### src/rtl/cfgmux_pkg.sv
package cfgmux_pkg;
  localparam int BYTE_W = 8;
  localparam logic [BYTE_W-1:0] SEL_PRI_IDX  = 8'h2C;
  localparam logic [BYTE_W-1:0] BASE_HI_IDX  = 8'h2D;
  localparam logic [BYTE_W-1:0] SEL_ALT_IDX  = 8'h2E;
  localparam logic [BYTE_W-1:0] SRC_MODE_IDX = 8'h2F;
  localparam int SEL_LSB = 1;
  localparam int ENABLE_BIT = 0;
  localparam int SRC_BIT = 0;
  localparam logic [2*BYTE_W-1:0] BASE_MASK = 16'hFFE0;

  function automatic logic [2*BYTE_W-1:0] calc_io_base(input logic [BYTE_W-1:0] lo,
                                                       input logic [BYTE_W-1:0] hi);
    return {hi, lo} & BASE_MASK;
  endfunction
endpackage

### src/rtl/cfg_index_regs.sv
module cfg_index_regs
  import cfgmux_pkg::*;
#(
  parameter int REG_COUNT = 64
) (
  input  logic              clk,
  input  logic              rst_n,
  input  logic              acc_valid,
  input  logic              acc_write,
  input  logic              acc_addr,
  input  logic [BYTE_W-1:0] acc_wdata,
  output logic [BYTE_W-1:0] acc_rdata,
  output logic [BYTE_W-1:0] reg_pri,
  output logic [BYTE_W-1:0] reg_hi,
  output logic [BYTE_W-1:0] reg_alt,
  output logic [BYTE_W-1:0] reg_mode
);
  localparam int AW = $clog2(REG_COUNT);

  logic [BYTE_W-1:0] idx_q;
  logic [BYTE_W-1:0] bank_q [REG_COUNT];
  logic              idx_wr;
  logic              data_wr;
  logic              idx_hit;
  logic [AW-1:0]     slot;

  assign idx_wr  = acc_valid && acc_write && !acc_addr;
  assign data_wr = acc_valid && acc_write && acc_addr;
  assign idx_hit = (int'(idx_q) < REG_COUNT);
  assign slot    = idx_q[AW-1:0];

  always_ff @(posedge clk) begin
    if (!rst_n) begin
      idx_q <= '0;
    end else if (idx_wr) begin
      idx_q <= acc_wdata;
    end
  end

  always_ff @(posedge clk) begin
    if (!rst_n) begin
      for (int i = 0; i < REG_COUNT; i++) bank_q[i] <= '0;
    end else if (data_wr && idx_hit) begin
      bank_q[slot] <= acc_wdata;
    end
  end

  always_comb begin
    if (acc_addr) acc_rdata = idx_hit ? bank_q[slot] : '0;
    else          acc_rdata = idx_q;
  end

  assign reg_pri  = bank_q[SEL_PRI_IDX[AW-1:0]];
  assign reg_hi   = bank_q[BASE_HI_IDX[AW-1:0]];
  assign reg_alt  = bank_q[SEL_ALT_IDX[AW-1:0]];
  assign reg_mode = bank_q[SRC_MODE_IDX[AW-1:0]];

  AST_INDEX_LOAD: assert property (@(posedge clk) disable iff (!rst_n)
    idx_wr |=> idx_q == $past(acc_wdata));
  AST_SELECT_STORE: assert property (@(posedge clk) disable iff (!rst_n)
    (data_wr && idx_q == SEL_PRI_IDX) |=> reg_pri == $past(acc_wdata));
  AST_UNMAPPED_QUIET: assert property (@(posedge clk) disable iff (!rst_n)
    (data_wr && !idx_hit) |=> ($stable(reg_pri) && $stable(reg_hi) && $stable(reg_alt) && $stable(reg_mode)));
endmodule

### src/rtl/port_sel_ctrl.sv
module port_sel_ctrl
  import cfgmux_pkg::*;
#(
  parameter int SEL_W = 2
) (
  input  logic              clk,
  input  logic              rst_n,
  input  logic [BYTE_W-1:0] reg_pri,
  input  logic [BYTE_W-1:0] reg_alt,
  input  logic [BYTE_W-1:0] reg_mode,
  input  logic              master_busy,
  output logic [SEL_W-1:0]  req_sel,
  output logic [SEL_W-1:0]  active_sel
);
  logic              use_alt;
  logic [SEL_W-1:0]  active_q;

  assign use_alt = reg_mode[SRC_BIT];
  assign req_sel = use_alt ? reg_alt[SEL_LSB +: SEL_W] : reg_pri[SEL_LSB +: SEL_W];

  always_ff @(posedge clk) begin
    if (!rst_n) begin
      active_q <= '0;
    end else if (!master_busy) begin
      active_q <= req_sel;
    end
  end

  assign active_sel = active_q;

  AST_HOLD_WHILE_BUSY: assert property (@(posedge clk) disable iff (!rst_n)
    master_busy |=> $stable(active_sel));
  AST_FOLLOW_WHEN_IDLE: assert property (@(posedge clk) disable iff (!rst_n)
    !master_busy |=> active_sel == $past(req_sel));
endmodule

### src/rtl/pin_route.sv
module pin_route #(
  parameter int PORT_COUNT = 4,
  parameter int SEL_W = 2
) (
  input  logic                  clk,
  input  logic                  rst_n,
  input  logic                  route_en,
  input  logic [SEL_W-1:0]      active_sel,
  input  logic                  m_scl_oe,
  input  logic                  m_sda_oe,
  output logic                  m_scl_in,
  output logic                  m_sda_in,
  output logic [PORT_COUNT-1:0] port_scl_oe,
  output logic [PORT_COUNT-1:0] port_sda_oe,
  input  logic [PORT_COUNT-1:0] port_scl_in,
  input  logic [PORT_COUNT-1:0] port_sda_in
);
  logic [PORT_COUNT-1:0] pick;

  for (genvar p = 0; p < PORT_COUNT; p++) begin : g_port
    assign pick[p]        = route_en && (active_sel == SEL_W'(p));
    assign port_scl_oe[p] = pick[p] & m_scl_oe;
    assign port_sda_oe[p] = pick[p] & m_sda_oe;
  end

  always_comb begin
    m_scl_in = 1'b1;
    m_sda_in = 1'b1;
    if (route_en) begin
      m_scl_in = port_scl_in[active_sel];
      m_sda_in = port_sda_in[active_sel];
    end
  end

  AST_SINGLE_DRIVER: assert property (@(posedge clk) disable iff (!rst_n)
    $onehot0(port_scl_oe) && $onehot0(port_sda_oe));
  AST_OFF_RELEASED: assert property (@(posedge clk) disable iff (!rst_n)
    !route_en |-> (port_scl_oe == '0 && port_sda_oe == '0 && m_scl_in && m_sda_in));
endmodule

### src/rtl/cfg_port_mux.sv
module cfg_port_mux
  import cfgmux_pkg::*;
#(
  parameter int REG_COUNT  = 64,
  parameter int PORT_COUNT = 4
) (
  input  logic                  clk,
  input  logic                  rst_n,
  input  logic                  acc_valid,
  input  logic                  acc_write,
  input  logic                  acc_addr,
  input  logic [7:0]            acc_wdata,
  output logic [7:0]            acc_rdata,
  input  logic                  master_busy,
  input  logic                  m_scl_oe,
  input  logic                  m_sda_oe,
  output logic                  m_scl_in,
  output logic                  m_sda_in,
  output logic [PORT_COUNT-1:0] port_scl_oe,
  output logic [PORT_COUNT-1:0] port_sda_oe,
  input  logic [PORT_COUNT-1:0] port_scl_in,
  input  logic [PORT_COUNT-1:0] port_sda_in,
  output logic                  ctrl_en,
  output logic [15:0]           io_base,
  output logic [1:0]            active_port
);
  localparam int SEL_W = $clog2(PORT_COUNT);

  logic [BYTE_W-1:0] reg_pri;
  logic [BYTE_W-1:0] reg_hi;
  logic [BYTE_W-1:0] reg_alt;
  logic [BYTE_W-1:0] reg_mode;
  logic [SEL_W-1:0]  req_sel;
  logic [SEL_W-1:0]  active_sel;

  cfg_index_regs #(.REG_COUNT(REG_COUNT)) u_regs (
    .clk(clk), .rst_n(rst_n),
    .acc_valid(acc_valid), .acc_write(acc_write), .acc_addr(acc_addr),
    .acc_wdata(acc_wdata), .acc_rdata(acc_rdata),
    .reg_pri(reg_pri), .reg_hi(reg_hi), .reg_alt(reg_alt), .reg_mode(reg_mode)
  );

  port_sel_ctrl #(.SEL_W(SEL_W)) u_sel (
    .clk(clk), .rst_n(rst_n),
    .reg_pri(reg_pri), .reg_alt(reg_alt), .reg_mode(reg_mode),
    .master_busy(master_busy), .req_sel(req_sel), .active_sel(active_sel)
  );

  assign ctrl_en     = reg_pri[ENABLE_BIT];
  assign io_base     = calc_io_base(reg_pri, reg_hi);
  assign active_port = 2'(active_sel);

  pin_route #(.PORT_COUNT(PORT_COUNT), .SEL_W(SEL_W)) u_route (
    .clk(clk), .rst_n(rst_n),
    .route_en(ctrl_en), .active_sel(active_sel),
    .m_scl_oe(m_scl_oe), .m_sda_oe(m_sda_oe),
    .m_scl_in(m_scl_in), .m_sda_in(m_sda_in),
    .port_scl_oe(port_scl_oe), .port_sda_oe(port_sda_oe),
    .port_scl_in(port_scl_in), .port_sda_in(port_sda_in)
  );

  AST_BASE_LOW_CLEAR: assert property (@(posedge clk) disable iff (!rst_n)
    io_base[4:0] == 5'd0);
  AST_RESET_PORT0: assert property (@(posedge clk)
    !rst_n |=> (active_port == 2'd0 && !ctrl_en));
endmodule

### config.mk
export PLATFORM = sky130hd
export DESIGN_NAME = cfg_port_mux
export DESIGN_NICKNAME = d
export VERILOG_FILES = /design/src/rtl/cfgmux_pkg.sv /design/src/rtl/cfg_index_regs.sv /design/src/rtl/port_sel_ctrl.sv /design/src/rtl/pin_route.sv /design/src/rtl/cfg_port_mux.sv
export SDC_FILE = /design/constraint.sdc
export NUM_CORES = 1
export LEC_CHECK = 0
export ABC_AREA = 1
export BUFFER_PORTS_ARGS = -buffer_cell sky130_fd_sc_hd__buf_2
export CAP_MARGIN = 20
export CORE_MARGIN = 5
export CORE_UTILIZATION = 30
export DETAILED_ROUTE_END_ITERATION = 6
export HOLD_SLACK_MARGIN = 0.06
export SLEW_MARGIN = 20
export SYNTH_ARGS = -nofsm -noshare
export SYNTH_HDL_FRONTEND = slang
export SYNTH_SLANG_ARGS = --single-unit
### constraint.sdc
create_clock -name clk -period 5.57 [get_ports clk]
set_input_delay 0.8355 -clock clk [delete_from_list [all_inputs] [get_ports clk]]
set_output_delay 0.8355 -clock clk [all_outputs]
set_load 0.02 [all_outputs]
==> results of run 1 <==
cells in the final DEF, fill, tap and decap left out:
cell type / n
inv_6: 4
mux2_2: 2
bufinv_16: 6
nor2_1: 523
conb_1: 5
nand3_1: 440
clkinvlp_4: 2
dfxtp_4: 2
nand2_2: 64
a21oi_1: 11
clkbuf_1: 6
buf_12: 4
dfxtp_1: 13
mux2i_1: 1
clkbuf_16: 57
nor3_2: 7
inv_1: 15
o21ai_0: 10
nor2_2: 6
nor3_4: 3
dfxtp_2: 1
inv_4: 1
clkinv_2: 15
buf_4: 27
clkinv_1: 24
nor3_1: 1
or2_2: 1
buf_2: 54
o2111ai_1: 1
edfxtp_1: 512
inv_8: 1
nand2_1: 745
inv_2: 2
how the worst max path moves through the flow:
| stage | start | slack (ns) | endpoint |
|---|---|---|---|
| 2_1_floorplan | rst_n | 3.06 | u_regs.bank_q[10][0] |
| 3_3_place_gp | register | 1.73 | acc_rdata[5] |
| 3_5_place_dp | register | 1.74 | acc_rdata[5] |
| 4_1_cts | register | 1.08 | acc_rdata[5] |
| 5_1_grt | register | 0.86 | acc_rdata[4] |
| 6_report | register | 1.05 | acc_rdata[5] |
layout make-up:
type | count | area (sq um) | share of cell area
flip-flops and latches | 528 | 15700 | 0.577
clock inverters | 42 | 354 | 0.0130
multi-input cells | 1820 | 7690 | 0.283
inverters | 28 | 123 | 0.00451
clock buffers | 63 | 1450 | 0.0533
well taps | 1060 | 1330 | 0.0488
repair buffers | 85 | 553 | 0.0203
state kept, by name (all words and copies together), names as in the netlist, named ones only:
register and flops:
u_regs.bank_q 512, u_regs.idx_q 8, u_sel.active_sel 2
power by group:
part / switching (mW) / leakage, nW / internal, mW
Sequential: 0.0599 / 5.42 / 4.48
Clock: 1.58 / 0.878 / 2.14
Combinational: 0.540 / 4.39 / 0.156
cells by family after synthesis:
group / count (synthesis)
buf+inv: 215
flops: 528
compound gates: 22
simple gates: 1790
other cells: 1
mux: 3
tightest hold or removal path, cell delays in order:
cell     delay [ns]
buf_2          0.11
o21ai_0        0.08
inv_1          0.04
metrics by stage:
step                power [mW]  setup slack [ns]  area (sq um)
global route              9.23             0.861         27200
finish                    8.96              1.05         27200
floorplan                 5.04              3.06         24300
global placement          5.31              1.73         25400
detailed placement        5.31              1.74         25400
CTS                       8.99              1.08         27200
cells in the mapped netlist:
cell / count
or2_2: 1
nor2_2: 6
mux2_2: 2
nor3_4: 2
nand2_1: 745
clkbuf_1: 123
buf_4: 9
o2111ai_1: 1
inv_2: 2
edfxtp_1: 512
buf_2: 31
dfxtp_1: 16
o21ai_0: 10
nor3_1: 1
nand2_2: 64
inv_1: 26
mux2i_1: 1
conb_1: 1
nand3_1: 440
a21oi_1: 11
nor2_1: 523
nor3_2: 8
buf_1: 24
layer usage:
layer	track usage	up-vias	routed length [microns]
met1	0.225	8870	30800
met5	0	-	13
met3	0.0268	121	5590
li1	-	8470	-
met4	0.0477	2	1910
met2	0.237	705	31200
==> impl_metrics.toml, run 1 <==
[sta]
max_slew_margin = 0.282
fin_setup_tns_ns = 0
slew_viol_final = 0
finalSetupViolations = 0
fin_crit_sh = 0.811
tightest_slew_ns = 1.07
final.setup_skew_ns = 0.0163
period_needed_ns = 4.52
fmax_ghz = 0.221
hold_viol_final = 0
rsz0062_at_grt = "false"
hold_ws_ns = 0.502

[floorplan]
io_pins = 61
initial_core_util = 0.302
core_sq_um = 80300
dieWidth_microns = 294
die_y_microns = 294
dieArea_sq_um = 86600
rows = 104

[worst_hold_path]
min_to = "u_sel.active_sel[0]"
hold_depth = 3
worstHoldStart = "master_busy"
worst_hold_path_type = "in -> reg"

[setup_path]
worst-path-max-fanout = 102
cpPeakStageDelay_ns = 0.64
reg2reg_from = "u_regs.idx_q[0]"
crit_path_end_kind = "primary output"
slowest_stage = "inv_6"
required_ns = 4.73
crit_buf_inv = 3
crit_chain = "inv_6 > buf_4 > nand2_1 > nand3_1 > nand3_1 > nand2_1 > nand2_1 > nand3_1 > nand3_1 > nand2_1 > nand2_1 > nand2_1 > buf_2"
cp_top_family = "buffers and inverters"
cp.depth = 13
criticalPathCategory = "reg -> out"
ff2ff_setup_slack_ns = 2.82
crit_arrival_ns = 3.68
critical_path.startpoint_type = "register"
reg2reg_to = "u_regs.bank_q[61][1]"
reg2reg_depth = 5
cpMostUsedCell = "nand2_1"

[cts]
cts_root_buf = "clkbuf_16"
htree_levels = 2
cts_max_path_buffers = 3
post_cts_resized = 0
clock_latency_ns = 0.61
clkTransAtPathRegs_ns = 0.06
cts.sinks = 528
cts_buffers = 56
cts_setup_buffers = 0
ctsHoldBuffers = 0
cts_tree = "yes"

[run_status]
violations = "DRC"
status = "finished with violations"

[logic_synthesis]
synthCells = 2559
synth_compound_area_frac = 0.00470
synth-xor-area-share = 0
muxShareOfSynthArea = 0.00134
ys_top_cells_by_area = "edfxtp_1 (63%), nand2_1 (12%), nand3_1 (9.1%), nor2_1 (8.1%), clkbuf_1 (1.9%)"
avgSynthCellArea_sq_um = 9.48
yosysTopAreaCell = "edfxtp_1"
synth_top_family_by_area = "simple AND/OR/NAND/NOR gates"
ys_seq_area_frac = 0.647
synth.top_cell.area_share = 0.634
synth_cell_types = 23
yosys_warnings = 0
synth_seq_cells = 528
synth_area_sq_um = 24200
yosys.area_share.simple = 0.310
synth_adder_area_share = 0

[detailed_routing]
routed_via_density = 5.01
first_pass_iters = 7
vias = 18168
drtIter0Drc = 2012
routedWlPerCell_microns = 19.2
drt-total-wl_microns = 69500
antenna_left = 0
drc = 2

[cells_and_area]
syn_to_final_growth_pct = 12.2
diodes = 0
drive_gt1_frac = 0.101
fill_cells = 8108
final_nets = 2543
final_core_util = 0.339
instances_no_fill = 3626

[global_route]
grt_overflow = 0
grt_first_pass_wirelength_microns = 105000
grt_start_max_net_pins = 154
grt_pass1_vias = 17160
grtUsageTotal = 0.154
antenna_found_initial = 2

[placed_design]
dp.cells = 3521
io_buffers = 55
place_congestion = 0.837
dp_hpwl_microns = 41600

[job]
drv_cap = 0

[power_and_ir_drop]
leakage_nw = 10.7
worst_ir_drop_vdd_mv = 0.195
p_per_area_nw_per_um2 = 329
Power figures use the tool's default switching activity.
==> run 2: changes to the inputs <==
Clock period 5.57 ns to 4.6 ns, I/O delays scaled along.
==> run 2 against run 1 <==
Effect of this change:
- the flow now finishes without violations
- utilization up 0.12 points
- global-route usage shrank 0.19 points
- hold slack got worse by 0.14 ns
- die area stayed put
- sequential cell count did not move
- register-to-register slack got worse by 0.92 ns
- non-clock buffer count rose by 1
- clock-buffer cell count up 21
- critical path type unchanged
==> impl_metrics.toml, run 2 (same netlist as run 1, synthesis figures left out) <==
[run_status]
status = "completed"

[cts]
clkTransAtPathRegs_ns = 0.06
ctsHoldBuffers = 0
cts_max_path_buffers = 3
cts_tree = "yes"
htree_levels = 2
clock_latency_ns = 0.61
post_cts_resized = 0
cts_root_buf = "clkbuf_16"
cts_setup_buffers = 0
cts_buffers = 57
cts.sinks = 528

[placed_design]
io_buffers = 55
place_congestion = 0.844
dp_hpwl_microns = 40700
dp.cells = 3522

[setup_path]
critical_path.startpoint_type = "register"
crit_arrival_ns = 3.33
required_ns = 3.91
criticalPathCategory = "reg -> out"
worst-path-max-fanout = 98
crit_path_end_kind = "primary output"

[global_route]
grt_first_pass_wirelength_microns = 103000
grt_overflow = 0
grt_start_max_net_pins = 159
antenna_found_initial = 0
grt_pass1_vias = 16978
grtUsageTotal = 0.152

[power_and_ir_drop]
leakage_nw = 10.7
switchingPower_mw = 2.58
power.total_mw = 11.0
p_int_mw = 8.40
p_per_area_nw_per_um2 = 402
worst_ir_drop_vdd_mv = 0.264
combinationalPowerShare = 0.077
power_frac_clock = 0.423
netSwitchingFraction = 0.235
seqPwrFrac = 0.500

[sta]
finalSetupViolations = 0
tightest_slew_ns = 1.12
max_slew_margin = 0.255
hold_ws_ns = 0.367
final.setup_skew_ns = 0.0222
fin_crit_sh = 0.873
hold_viol_final = 0
rsz0062_at_grt = "false"
fmax_ghz = 0.249
period_needed_ns = 4.02
fin_setup_tns_ns = 0
slew_viol_final = 0

[detailed_routing]
routedWlPerCell_microns = 18.7
antenna_left = 0
drtIter0Drc = 1992
routed_via_density = 4.88
drt-total-wl_microns = 67900
vias = 17698
first_pass_iters = 6
drc = 0

[worst_hold_path]
worst_hold_path_type = "in -> reg"

[floorplan]
dieArea_sq_um = 86600
core_sq_um = 80300
die_y_microns = 294
dieWidth_microns = 294
rows = 104
io_pins = 61
initial_core_util = 0.302

[cells_and_area]
final_nets = 2545
syn_to_final_growth_pct = 12.6
diodes = 0
largest_register_ffs = 512
layout_common_cells = "nand2_1 (745), nor2_1 (523), edfxtp_1 (512)"
drive_gt1_frac = 0.101
final_common_cell = "nand2_1"
instances_no_fill = 3627
regMostFlops = "u_regs.bank_q"

[job]
drv_cap = 0
[run 2: final cells by class]
type | count | area (sq um)
fill | 8134 | 53000
sequential | 528 | 15700
multi-input combinational | 1820 | 7690
clock buffer | 84 | 1600
tap | 1060 | 1330
timing repair buffer | 86 | 573
clock inverter | 21 | 275
inverter | 28 | 123
[run 2: stage by stage]
| step | cell area (sq um) | util | worst slack [ns] |
|---|---|---|---|
| 6_report | 27300 | 0.340 | 0.584 |
| 3_5_place_dp | 25400 | 0.317 | 1.24 |
| 3_3_place_gp | 25400 | 0.317 | 1.24 |
| 2_1_floorplan | 24300 | - | 2.23 |
| 4_1_cts | 27300 | 0.340 | 0.591 |
| 5_1_grt | 27300 | 0.340 | 0.358 |
[run 2: power groups by stage]
stage	Clock (mW)	Sequential, mW	Combinational, mW
finish	4.64	5.48	0.849
global route	4.92	5.50	0.923
CTS	4.71	5.48	0.846
detailed placement	0	5.58	0.844
global placement	0	5.58	0.843
floorplan	0	5.56	0.549
[run 2: path summary, 6_finish.rpt]
path	start	to	slack [ns]	cells after the start
setup reg to reg	u_regs.idx_q[2]	u_regs.bank_q[44][6]	1.90	5
setup / recovery	register	acc_rdata[6]	0.58	12
hold / removal	master_busy	u_sel.active_sel[1]	0.37	3
hold reg to reg	u_regs.idx_q[6]	u_regs.idx_q[6]	0.58	2
[run 2: worst max-delay path, stage by stage (launching register included)]
cell and delay (ns):
dfxtp_4 0.38, buf_4 0.78, nand2_1 0.17, nand3_1 0.16, nand3_1 0.08, nand2_1 0.10, nand2_1 0.07, nand3_1 0.19
nand3_1 0.12, nand2_1 0.08, nand2_1 0.05, nand2_1 0.25, buf_2 0.23
[run 2: routing by layer]
layer | vias to the layer above | track usage | share of wire
li1 | 8466 | - | -
met1 | 8447 | 0.218 | 0.44
met2 | 686 | 0.242 | 0.46
met3 | 99 | 0.0291 | 0.083
met4 | 0 | 0.0349 | 0.022
met5 | - | 0 | 0
